## config.mk

```make
export PLATFORM = sky130hd
export DESIGN_NAME = audio_clk_monitor
export DESIGN_NICKNAME = d
export VERILOG_FILES = /design/src/rtl/audio_clk_monitor.sv
export SDC_FILE = /design/constraint.sdc
export NUM_CORES = 1
export LEC_CHECK = 0
export BUFFER_PORTS_ARGS = -buffer_cell sky130_fd_sc_hd__buf_2
export CORE_UTILIZATION = 54
export CTS_CLUSTER_DIAMETER = 100
export DETAILED_ROUTE_END_ITERATION = 7
export PLACE_DENSITY = 0.78
export SYNTH_ARGS = -nofsm -noshare
export SYNTH_HDL_FRONTEND = slang
export SYNTH_SLANG_ARGS = --single-unit
```

## constraint.sdc

```tcl
create_clock -name mclk -period 2.35 [get_ports mclk]
set_input_delay 0.3525 -clock mclk [delete_from_list [all_inputs] [get_ports mclk]]
set_output_delay 0.3525 -clock mclk [all_outputs]
set_load 0.005 [all_outputs]
```

## src/rtl/audio_clk_monitor.sv

```systemverilog
module audio_clk_monitor #(
  parameter int MCLK_PER_FRAME = 256,
  parameter int SCLK_PER_FRAME = 64,
  parameter int SLIP_TOL       = 10,
  parameter int AW             = 8,
  parameter int STATUS_ADDR    = 2
) (
  input  logic          mclk,
  input  logic          rst_n,
  input  logic          sclk,
  input  logic          lrclk,
  input  logic          pll_err,
  input  logic          clip,
  input  logic          wr_en,
  input  logic [AW-1:0] wr_addr,
  output logic [7:0]    status,
  output logic          valid
);
  localparam int MCW = $clog2(MCLK_PER_FRAME) + 2;
  localparam int SCW = $clog2(SCLK_PER_FRAME) + 2;
  localparam logic [MCW-1:0] M_EXP = MCW'(MCLK_PER_FRAME);
  localparam logic [SCW-1:0] S_EXP = SCW'(SCLK_PER_FRAME);
  localparam logic [MCW-1:0] M_TOL = MCW'(SLIP_TOL);
  localparam logic [AW-1:0]  ADDR  = AW'(STATUS_ADDR);

  logic [2:0]     sclk_sy, lr_sy;
  logic           armed, have_prev;
  logic [MCW-1:0] mcnt, mprev, mdiff;
  logic [SCW-1:0] scnt;
  logic [4:0]     err_q, err_set;

  wire sclk_rise = sclk_sy[1] & ~sclk_sy[2];
  wire lr_fall   = ~lr_sy[1] & lr_sy[2];
  wire judge     = lr_fall & armed;
  wire wr_hit    = wr_en && (wr_addr == ADDR);

  assign mdiff = (mcnt > mprev) ? mcnt - mprev : mprev - mcnt;

  assign err_set = {clip,
                    pll_err,
                    judge && (scnt != S_EXP),
                    judge && (mcnt != M_EXP),
                    judge && have_prev && (mdiff > M_TOL)};

  always_ff @(posedge mclk or negedge rst_n) begin
    if (!rst_n) begin
      sclk_sy <= '0;
      lr_sy   <= '0;
    end else begin
      sclk_sy <= {sclk_sy[1:0], sclk};
      lr_sy   <= {lr_sy[1:0], lrclk};
    end
  end

  always_ff @(posedge mclk or negedge rst_n) begin
    if (!rst_n) begin
      armed     <= 1'b0;
      have_prev <= 1'b0;
      mcnt      <= '0;
      mprev     <= '0;
      scnt      <= '0;
    end else if (lr_fall) begin
      armed <= 1'b1;
      if (armed) begin
        have_prev <= 1'b1;
        mprev     <= mcnt;
      end
      mcnt <= MCW'(1);
      scnt <= SCW'(sclk_rise);
    end else begin
      if (~&mcnt) mcnt <= mcnt + 1'b1;
      if (sclk_rise && ~&scnt) scnt <= scnt + 1'b1;
    end
  end

  always_ff @(posedge mclk or negedge rst_n) begin
    if (!rst_n) err_q <= '0;
    else        err_q <= (wr_hit ? 5'd0 : err_q) | err_set;
  end

  assign status = {err_q, 3'b000};
  assign valid  = ~|err_q;
endmodule


```

After elaboration in Yosys (flattened, before gate mapping)
Cells that the tools add are included.
Widths: inputs -> output; s select.

operators by class
  multiplexer cells = 6
  magnitude comparators = 2
  bitwise logic cells = 6
  reduce and logical (&&, ||, !) cells = 13
  add/sub/neg operators = 4
  equal/unequal tests = 4

operator list
  kind                   number
  $mux 10                3
  $sub 10x10->10         2
  $mux 8                 2
  $add 10x1->10 const B  1
  $gt 10x10->1           1
  $gt 10x4->1 const B    1
  $ne 10x9->1 const B    1
  $reduce_and 10->1      1
  $add 8x1->8 const B    1
  $eq 8x2->1 const B     1
  $ne 8x7->1 const B     1
  $reduce_and 8->1       1
  $logic_and 1x1->1      6
  $mux 5                 1
  $or 5x5->5             1
  $reduce_or 5->1        1
  $and 1x1->1            3
  $logic_not 1->1        2
  $ne 2x2->1 const B     1
  $not 1->1              2
  $reduce_and 2->1       1
  $reduce_bool 2->1      1

storage, ports and cells
  register bits = 41
  output and inout port bits = 9
  word-level logic and storage cells = 43
  input port bits = 15

Longest topological paths before layout
Gate-level depths: netlist of the first run.

  depth in word-level cells = 6
  mapped depth = 11
  gate-level depth less buffers = 11

Least setup slack after synthesis of the first run
OpenSTA, ideal clock, no wires.

  path kind = flip-flop to flip-flop
  start point = register mcnt[1]
  end point = register err_q[0]
  setup time = 0.129 ns
  cell stages (with the launch flop) = 9
  required time = 2.221 ns
  data arrival time = 2.047 ns
  slack = 0.174 ns
  path buffers = 0
  clock period less this slack = 2.176 ns
  cells stage by stage = dfrtp_1 -> inv_1 -> ha_1 -> a21o_1 -> a31o_1 -> a21oi_1 -> mux2_2 -> nor3_1 -> a31oi_1

between the ends
  word-level cells in the longest chain between the ends = 5
  elaborated cells between the ends (all ways) = 7
  classes of those cells = add/sub: 2; order compare: 2; mux: 1; bitwise: 1; reduce/logical: 1

RTL lines
  item                                                   line  RTL
  start, declared                                        28    logic [MCW-1:0] mcnt, mprev, mdiff;
  start signal, assigned                                 71    if (~&mcnt) mcnt <= mcnt + 1'b1;
  $sub 10x10->10 / $gt 10x10->1 (equally long branches)  37    assign mdiff = (mcnt > mprev) ? mcnt - mprev : mprev - mcnt;
  $mux 10 *                                              37
  $gt 10x4->1 *                                          43    judge && have_prev && (mdiff > M_TOL)};
  $logic_and 1x1->1 *                                    43
  $or 5x5->5 *                                           78    else err_q <= (wr_hit ? 5'd0 : err_q) | err_set;
  end signal, assigned                                   78
  end, declared                                          30    logic [4:0] err_q, err_set;

Every way passes the cells marked *; elsewhere a longest branch is shown, timed or not.
A chain may end at the register's enable or synchronous reset.

Worst setup path after layout of the first run
  start point = register mprev[0]
  end point = register err_q[0]

between the ends
  word-level cells in the longest chain between the ends = 5
  elaborated cells between the ends (all ways) = 7
  classes of those cells = add/sub: 2; order compare: 2; mux: 1; bitwise: 1; reduce/logical: 1

RTL lines
  item                                                   line  RTL
  start, declared                                        28
  start signal, assigned                                 66    mprev <= mcnt;
  $sub 10x10->10 / $gt 10x10->1 (equally long branches)  37
  $mux 10 *                                              37
  $gt 10x4->1 *                                          43
  $logic_and 1x1->1 *                                    43
  $or 5x5->5 *                                           78

Marks and branches as above.

==> flow_metrics.env, run 1 <==
export IMPL_run_status="complete, no violations"
export IMPL_critPathRequiredTime_ns=2.53
export IMPL_synth_edf_count=0
export IMPL_die_area_sq_mm=0.00540
export IMPL_hpwl_mm=4.34
export IMPL_grt_max_degree=19
export IMPL_synth_area_mux_share_pct=1.54
export IMPL_setup_viol=0
export IMPL_synth_xor_area_share_pct=5.39
export IMPL_cts_setup_buffers=0
export IMPL_ant_nets=0
export IMPL_wl_per_cell_um=14.4
export IMPL_critPathLaunchType="flop"
export IMPL_endpoint_kind="flop"
export IMPL_synthDistinctLibCells=58
export IMPL_die_w_um=73.5
export IMPL_peakVddDrop_mv=0.439
export IMPL_clock_latency_ns=0.30
export IMPL_io_pins=24
export IMPL_port_buffers=20
export IMPL_synth_compound_area_share_pct=17.7
export IMPL_gp_congestion=0.893
export IMPL_grt_usage_pct=21.8
export IMPL_synth_ff_type="dfrtp_1"
export IMPL_hp_class="in -> reg"
export IMPL_netlist_instances=295
export IMPL_dp_slack_ns=0.0581
export IMPL_synth_avg_cell_area_sq_um=9.36
export IMPL_asyncSetResetFlopFracSynth_pct=100
export IMPL_post_route_min_period_ns=2.20
export IMPL_synthAdderAreaFrac_pct=11.9
export IMPL_fin_skew_ns=0.0135
export IMPL_period_share_pct=93.6
export IMPL_cts_made_buffers=5
export IMPL_fin_ws_ns=0.150
export IMPL_grt_pass1_wl_mm=8.91
export IMPL_drv_cap=0
export IMPL_root_buffer="clkbuf_8"
export IMPL_worstSetupPathType="reg -> reg"
export IMPL_cts_htree_levels=2
export IMPL_initial_core_util_pct=57.3
export IMPL_core_sq_mm=0.00482
export IMPL_p_leak_nw=1.38
export IMPL_first_pass_iters=4
export IMPL_layout_nets=364
export IMPL_area_growth_syn_to_layout_pct=12.0
export IMPL_drtIter0Drc=157
export IMPL_p_total_mw=2.86
export IMPL_num_vias=2193
export IMPL_ys_warn_count=0
export IMPL_row_count=25
export IMPL_antennaDiodeCount=0
export IMPL_max_freq_mhz=454
export IMPL_layout_drive_gt1_share_pct=23.5
export IMPL_clockBufferDepth=2
export IMPL_first_global_vias=1933
export IMPL_overflow=0
export IMPL_wl_mm=5.63
export IMPL_antenna_found_initial=0
export IMPL_post_route_util_pct=64.2
export IMPL_crit_fanout=3
export IMPL_synth_area_sq_mm=0.00276
export IMPL_slew_viol_final=0
export IMPL_synth_top_family_by_area="simple AND/OR/NAND/NOR gates"
export IMPL_cts_num_sinks=41
export IMPL_drc=0
export IMPL_cts_tree="done"
export IMPL_pwr_density_cell_mw_per_mm2=925
export IMPL_hold_start="sclk"
export IMPL_hold_violations=0
export IMPL_ys_seq_elements=41
export IMPL_synth_simple_gate_area_share_pct=18.0
export IMPL_fp_dieH_um=73.5
export IMPL_regToRegStartpoint="mprev[0]$_DFFE_PN0P_"
export IMPL_crit_path_start="mprev[0]$_DFFE_PN0P_"
export IMPL_arrival_ns=2.38
export IMPL_ys_seq_area_share_pct=37.2
export IMPL_clk_pin_slew_worst_paths_ns=0.08
export IMPL_vias_per_cell=5.61
through the flow:
stage                     area [sq um]  cells  hold slack, ns  TNS (ns)
final                             3090    391           0.164         0
after global routing              3090    391           0.155  -0.00781
after CTS                         3040    391           0.155         0
after detailed placement          2940    383           0.207         0
after global placement            2940    383           0.205         0
after floorplan                   2770    297          0.0569         0
synthesized netlist by cell type, types with 4 or more instances:
| cell | instances | area, sq um |
|---|---|---|
| a21oi_1 | 16 | 80.1 |
| a21oi_2 | 5 | 43.8 |
| buf_6 | 5 | 56.3 |
| clkbuf_1 | 4 | 15.0 |
| dfrtp_1 | 41 | 1030 |
| ha_1 | 23 | 288 |
| inv_1 | 29 | 109 |
| nand2_1 | 25 | 93.8 |
| nand2b_1 | 4 | 25.0 |
| nand3_1 | 6 | 30.0 |
| nand4_1 | 7 | 43.8 |
| nor2_1 | 22 | 82.6 |
| nor3_1 | 6 | 30.0 |
| o21ai_0 | 22 | 110 |
| xnor2_1 | 12 | 105 |
| xor2_1 | 5 | 43.8 |
power breakdown:
group | total [mW] | switching, mW | internal [mW]
sequential | 0.838 | 0.0655 | 0.772
clock | 0.468 | 0.236 | 0.232
combinational | 1.55 | 0.837 | 0.716
path summary, 6_finish.rpt:
check / slack, ns / depth (start not counted) / endpoint
max in group asynchronous: 1.45 / 3 / mcnt[0]$_DFFE_PN0P_
worst min-delay path: 0.16 / 1 / sclk_sy[0]$_DFF_PN0_
worst max-delay path: 0.15 / 10 / err_q[0]$_DFF_PN0_
worst min register to register: 0.36 / 0 / sclk_sy[1]$_DFF_PN0_
worst max register to register: 0.15 / 10 / err_q[0]$_DFF_PN0_
min in group asynchronous: 0.41 / 2 / err_q[0]$_DFF_PN0_
flip-flops by register name, indices dropped and copies added, names as in the netlist:
| signal | flops |
|---|---|
| err_q | 5 |
| sclk_sy | 3 |
| scnt | 8 |
| have_prev | 1 |
| mprev | 10 |
| mcnt | 10 |
| lr_sy | 3 |
| armed | 1 |
cells in the final DEF, fill, tap and decap left out, types with 3 or more instances in the layout:
cell	n
nand2_1	25
nand4_1	7
a21oi_1	15
nor3_2	3
nor2_1	22
conb_1	3
a21o_2	3
dfrtp_1	41
or3_1	3
ha_1	21
xnor2_1	12
nor3_1	6
o21ai_0	21
a21oi_2	5
xor2_1	5
buf_2	20
inv_2	3
clkbuf_8	6
nor4_2	3
nand2b_1	4
a21o_1	3
nand3_1	6
o211ai_1	3
buf_4	13
inv_1	27
kinds of logic (layout without fill, tap and decap cells):
logic type | Yosys count | count (layout)
XOR/XNOR | 17 | 17
buffers and inverters | 44 | 71
multiplexers | 4 | 4
adder cells (fa/ha/maj) | 25 | 25
flip-flops | 41 | 41
AO/OA/AOI/OAI | 72 | 72
other | 1 | 3
AND/OR/NAND/NOR | 91 | 91
routing by layer:
metal	vias to the layer above	track usage, %	part of all wire (%)
met1	1075	30.2	48
met2	37	35.6	48
met5	-	0	0
li1	1076	-	-
met3	5	2.88	3.2
met4	0	7.05	1.1
final cells by class:
class                      count  area [sq um]
inverter                      30           113
multi-input combinational    212          1570
tap                           67          83.8
clock inverter                 1          7.51
fill                         427          1730
timing repair buffer          34           208
sequential                    41          1030
clock buffer                   6          82.6
critical path, stage by stage, from the launching register on:
cell     delay [ns]
dfrtp_1        0.40
inv_1          0.06
ha_1           0.14
inv_1          0.05
fa_2           0.37
a21oi_4        0.17
o22ai_2        0.13
o31a_1         0.27
nor4_2         0.26
a41o_1         0.20
a31oi_1        0.04
timing repair:
item,4_1_cts,5_1_grt
setup endpoints to repair,0,1
resized for setup,0,13
endpoints found under the hold margin,6,0
hold buffers,1,0
Note: power is estimated with default switching activity, not from simulation.
==> run 2: changes to the inputs <==
--- a/config.mk
+++ b/config.mk
@@ -6,10 +6,10 @@
 export NUM_CORES = 1
 export LEC_CHECK = 0
 export BUFFER_PORTS_ARGS = -buffer_cell sky130_fd_sc_hd__buf_2
-export CORE_UTILIZATION = 54
+export CORE_UTILIZATION = 49
 export CTS_CLUSTER_DIAMETER = 100
 export DETAILED_ROUTE_END_ITERATION = 7
-export PLACE_DENSITY = 0.78
+export PLACE_DENSITY = 0.72
 export SYNTH_ARGS = -nofsm -noshare
 export SYNTH_HDL_FRONTEND = slang
 export SYNTH_SLANG_ARGS = --single-unit
==> flow_metrics.env, run 2 (synthesized netlist as in run 1, its figures left out) <==
export IMPL_final_common_cell="dfrtp_1"
export IMPL_grt_pass1_wl_mm=9.97
export IMPL_port_buffers=20
export IMPL_grt_usage_pct=21.2
export IMPL_cts_num_sinks=41
export IMPL_max_freq_mhz=437
export IMPL_io_pins=24
export IMPL_fillers=464
export IMPL_layout_nets=367
export IMPL_grt_max_degree=42
export IMPL_endpoint_kind="flop"
export IMPL_fin_ws_ns=0.0599
export IMPL_crit_fanout=3
export IMPL_stdcell_count=398
export IMPL_drtIter0Drc=95
export IMPL_die_area_sq_mm=0.00594
export IMPL_gp_congestion=0.856
export IMPL_antenna_found_initial=0
export IMPL_ant_nets=0
export IMPL_drc=0
export IMPL_tightestPinTransition_ns=0.514
export IMPL_period_share_pct=97.5
export IMPL_first_pass_iters=4
export IMPL_drv_cap=0
export IMPL_run_status="complete, no violations"
export IMPL_die_w_um=77.1
export IMPL_worstSetupPathType="reg -> reg"
export IMPL_p_leak_nw=1.42
export IMPL_hpwl_mm=4.26
export IMPL_num_vias=2193
export IMPL_row_count=26
export IMPL_clockBufferDepth=2
export IMPL_post_route_util_pct=59.6
export IMPL_clock_latency_ns=0.29
export IMPL_layout_drive_gt1_share_pct=25.0
export IMPL_initial_core_util_pct=52.4
export IMPL_vias_per_cell=5.51
export IMPL_hold_buffers=0
export IMPL_dp_slack_ns=0.00355
export IMPL_core_sq_mm=0.00527
export IMPL_critPathRequiredTime_ns=2.53
export IMPL_fin_skew_ns=0.00411
export IMPL_first_global_vias=2117
export IMPL_final_area_sq_mm=0.00314
export IMPL_pwr_density_cell_mw_per_mm2=994
export IMPL_setup_tns_ns=0
export IMPL_hp_class="in -> async"
export IMPL_antennaDiodeCount=0
export IMPL_root_buffer="clkbuf_8"
export IMPL_wl_mm=5.65
export IMPL_arrival_ns=2.47
export IMPL_cts_tree="done"
export IMPL_peakVddDrop_mv=0.559
export IMPL_setup_viol=0
export IMPL_hold_violations=0
export IMPL_critPathLaunchType="flop"
export IMPL_reg_top3="mcnt: 10 flops, mprev: 10 flops, scnt: 8 flops"
export IMPL_cts_made_buffers=5
export IMPL_dp_cells=387
export IMPL_placed_area_sq_mm=0.00295
export IMPL_slew_viol_final=0
export IMPL_fp_dieH_um=77.1
export IMPL_post_route_min_period_ns=2.29
export IMPL_cts_htree_levels=2
export IMPL_relSlewSlack_pct=65.8
export IMPL_area_growth_syn_to_layout_pct=13.8
export IMPL_overflow=0
export IMPL_rsz0062_at_grt="true"
export IMPL_clk_pin_slew_worst_paths_ns=0.08
export IMPL_layout_common_cells="dfrtp_1, inv_1, nand2_1"
export IMPL_wl_per_cell_um=14.2
## run 2: cell types whose count changed in the layout (fill, tap and decap cells not counted), sizes merged
cell         delta
buf             +4
bufinv          +2
inv             +1
clkbuf          -1
dlygate4sd3     -1
clkinvlp        -1
## run 2: critical path, cell delays in order, from the launching register on
cell and delay [ns]:
dfrtp_1 0.40, inv_1 0.06, ha_1 0.15, inv_1 0.06, fa_2 0.36, xor2_1 0.18
a21oi_2 0.14, nor2_1 0.05, a22o_1 0.23, nor4_2 0.28, a41o_1 0.21, a31oi_1 0.04
## run 2: power breakdown
group          total (mW)  switching, mW  internal (mW)
Combinational        1.61          0.886          0.729
Sequential          0.829         0.0571          0.772
Clock               0.677          0.250          0.428
Total                3.12           1.19           1.93
## run 2: layer usage
metal / routed length, um / share of wire, % / global-route usage, %
met5: 0 / 0 / 0
met3: 284 / 5.0 / 3.33
met2: 2570 / 46 / 32.9
met4: 108 / 1.9 / 7.92
met1: 2680 / 47 / 30.0
## run 2: cell type report
| cell class | count | area (sq um) | share of cell area, % |
|---|---|---|---|
| multi-input cells | 212 | 1550 | 49.3 |
| flip-flops and latches | 41 | 1030 | 32.7 |
| repair buffers | 37 | 228 | 7.25 |
| inverters | 30 | 113 | 3.59 |
| well taps | 70 | 87.6 | 2.79 |
| clock buffers | 5 | 68.8 | 2.19 |
| clock inverters | 3 | 68.8 | 2.19 |
## run 2: path summary, 6_finish.rpt
check | slack (ns) | to | startpoint | depth (start not counted)
max in group asynchronous | 1.88 | mcnt[0]$_DFFE_PN0P_ | rst_n | 2
min reg2reg | 0.35 | sclk_sy[1]$_DFF_PN0_ | sclk_sy[0]$_DFF_PN0_ | 0
max | 0.06 | err_q[0]$_DFF_PN0_ | mprev[0]$_DFFE_PN0P_ | 11
min in group mclk | 0.16 | sclk_sy[0]$_DFF_PN0_ | sclk | 1
max reg2reg | 0.06 | err_q[0]$_DFF_PN0_ | mprev[0]$_DFFE_PN0P_ | 11
min | 0.12 | err_q[0]$_DFF_PN0_ | rst_n | 2
## run 2: stage by stage
stage	hold WS [ns]	total power, mW
floorplan	0.0569	2.07
global placement	0.332	2.29
detailed placement	0.335	2.33
CTS	0.134	3.03
global route	0.151	3.35
finish	0.118	3.12
## run 2: repair_timing
item,CTS,global route
setup buffers,0,3
endpoints found under the setup margin,1,1
pin swaps,0,5
hold endpoints to repair,0,0
resized for setup,1,10
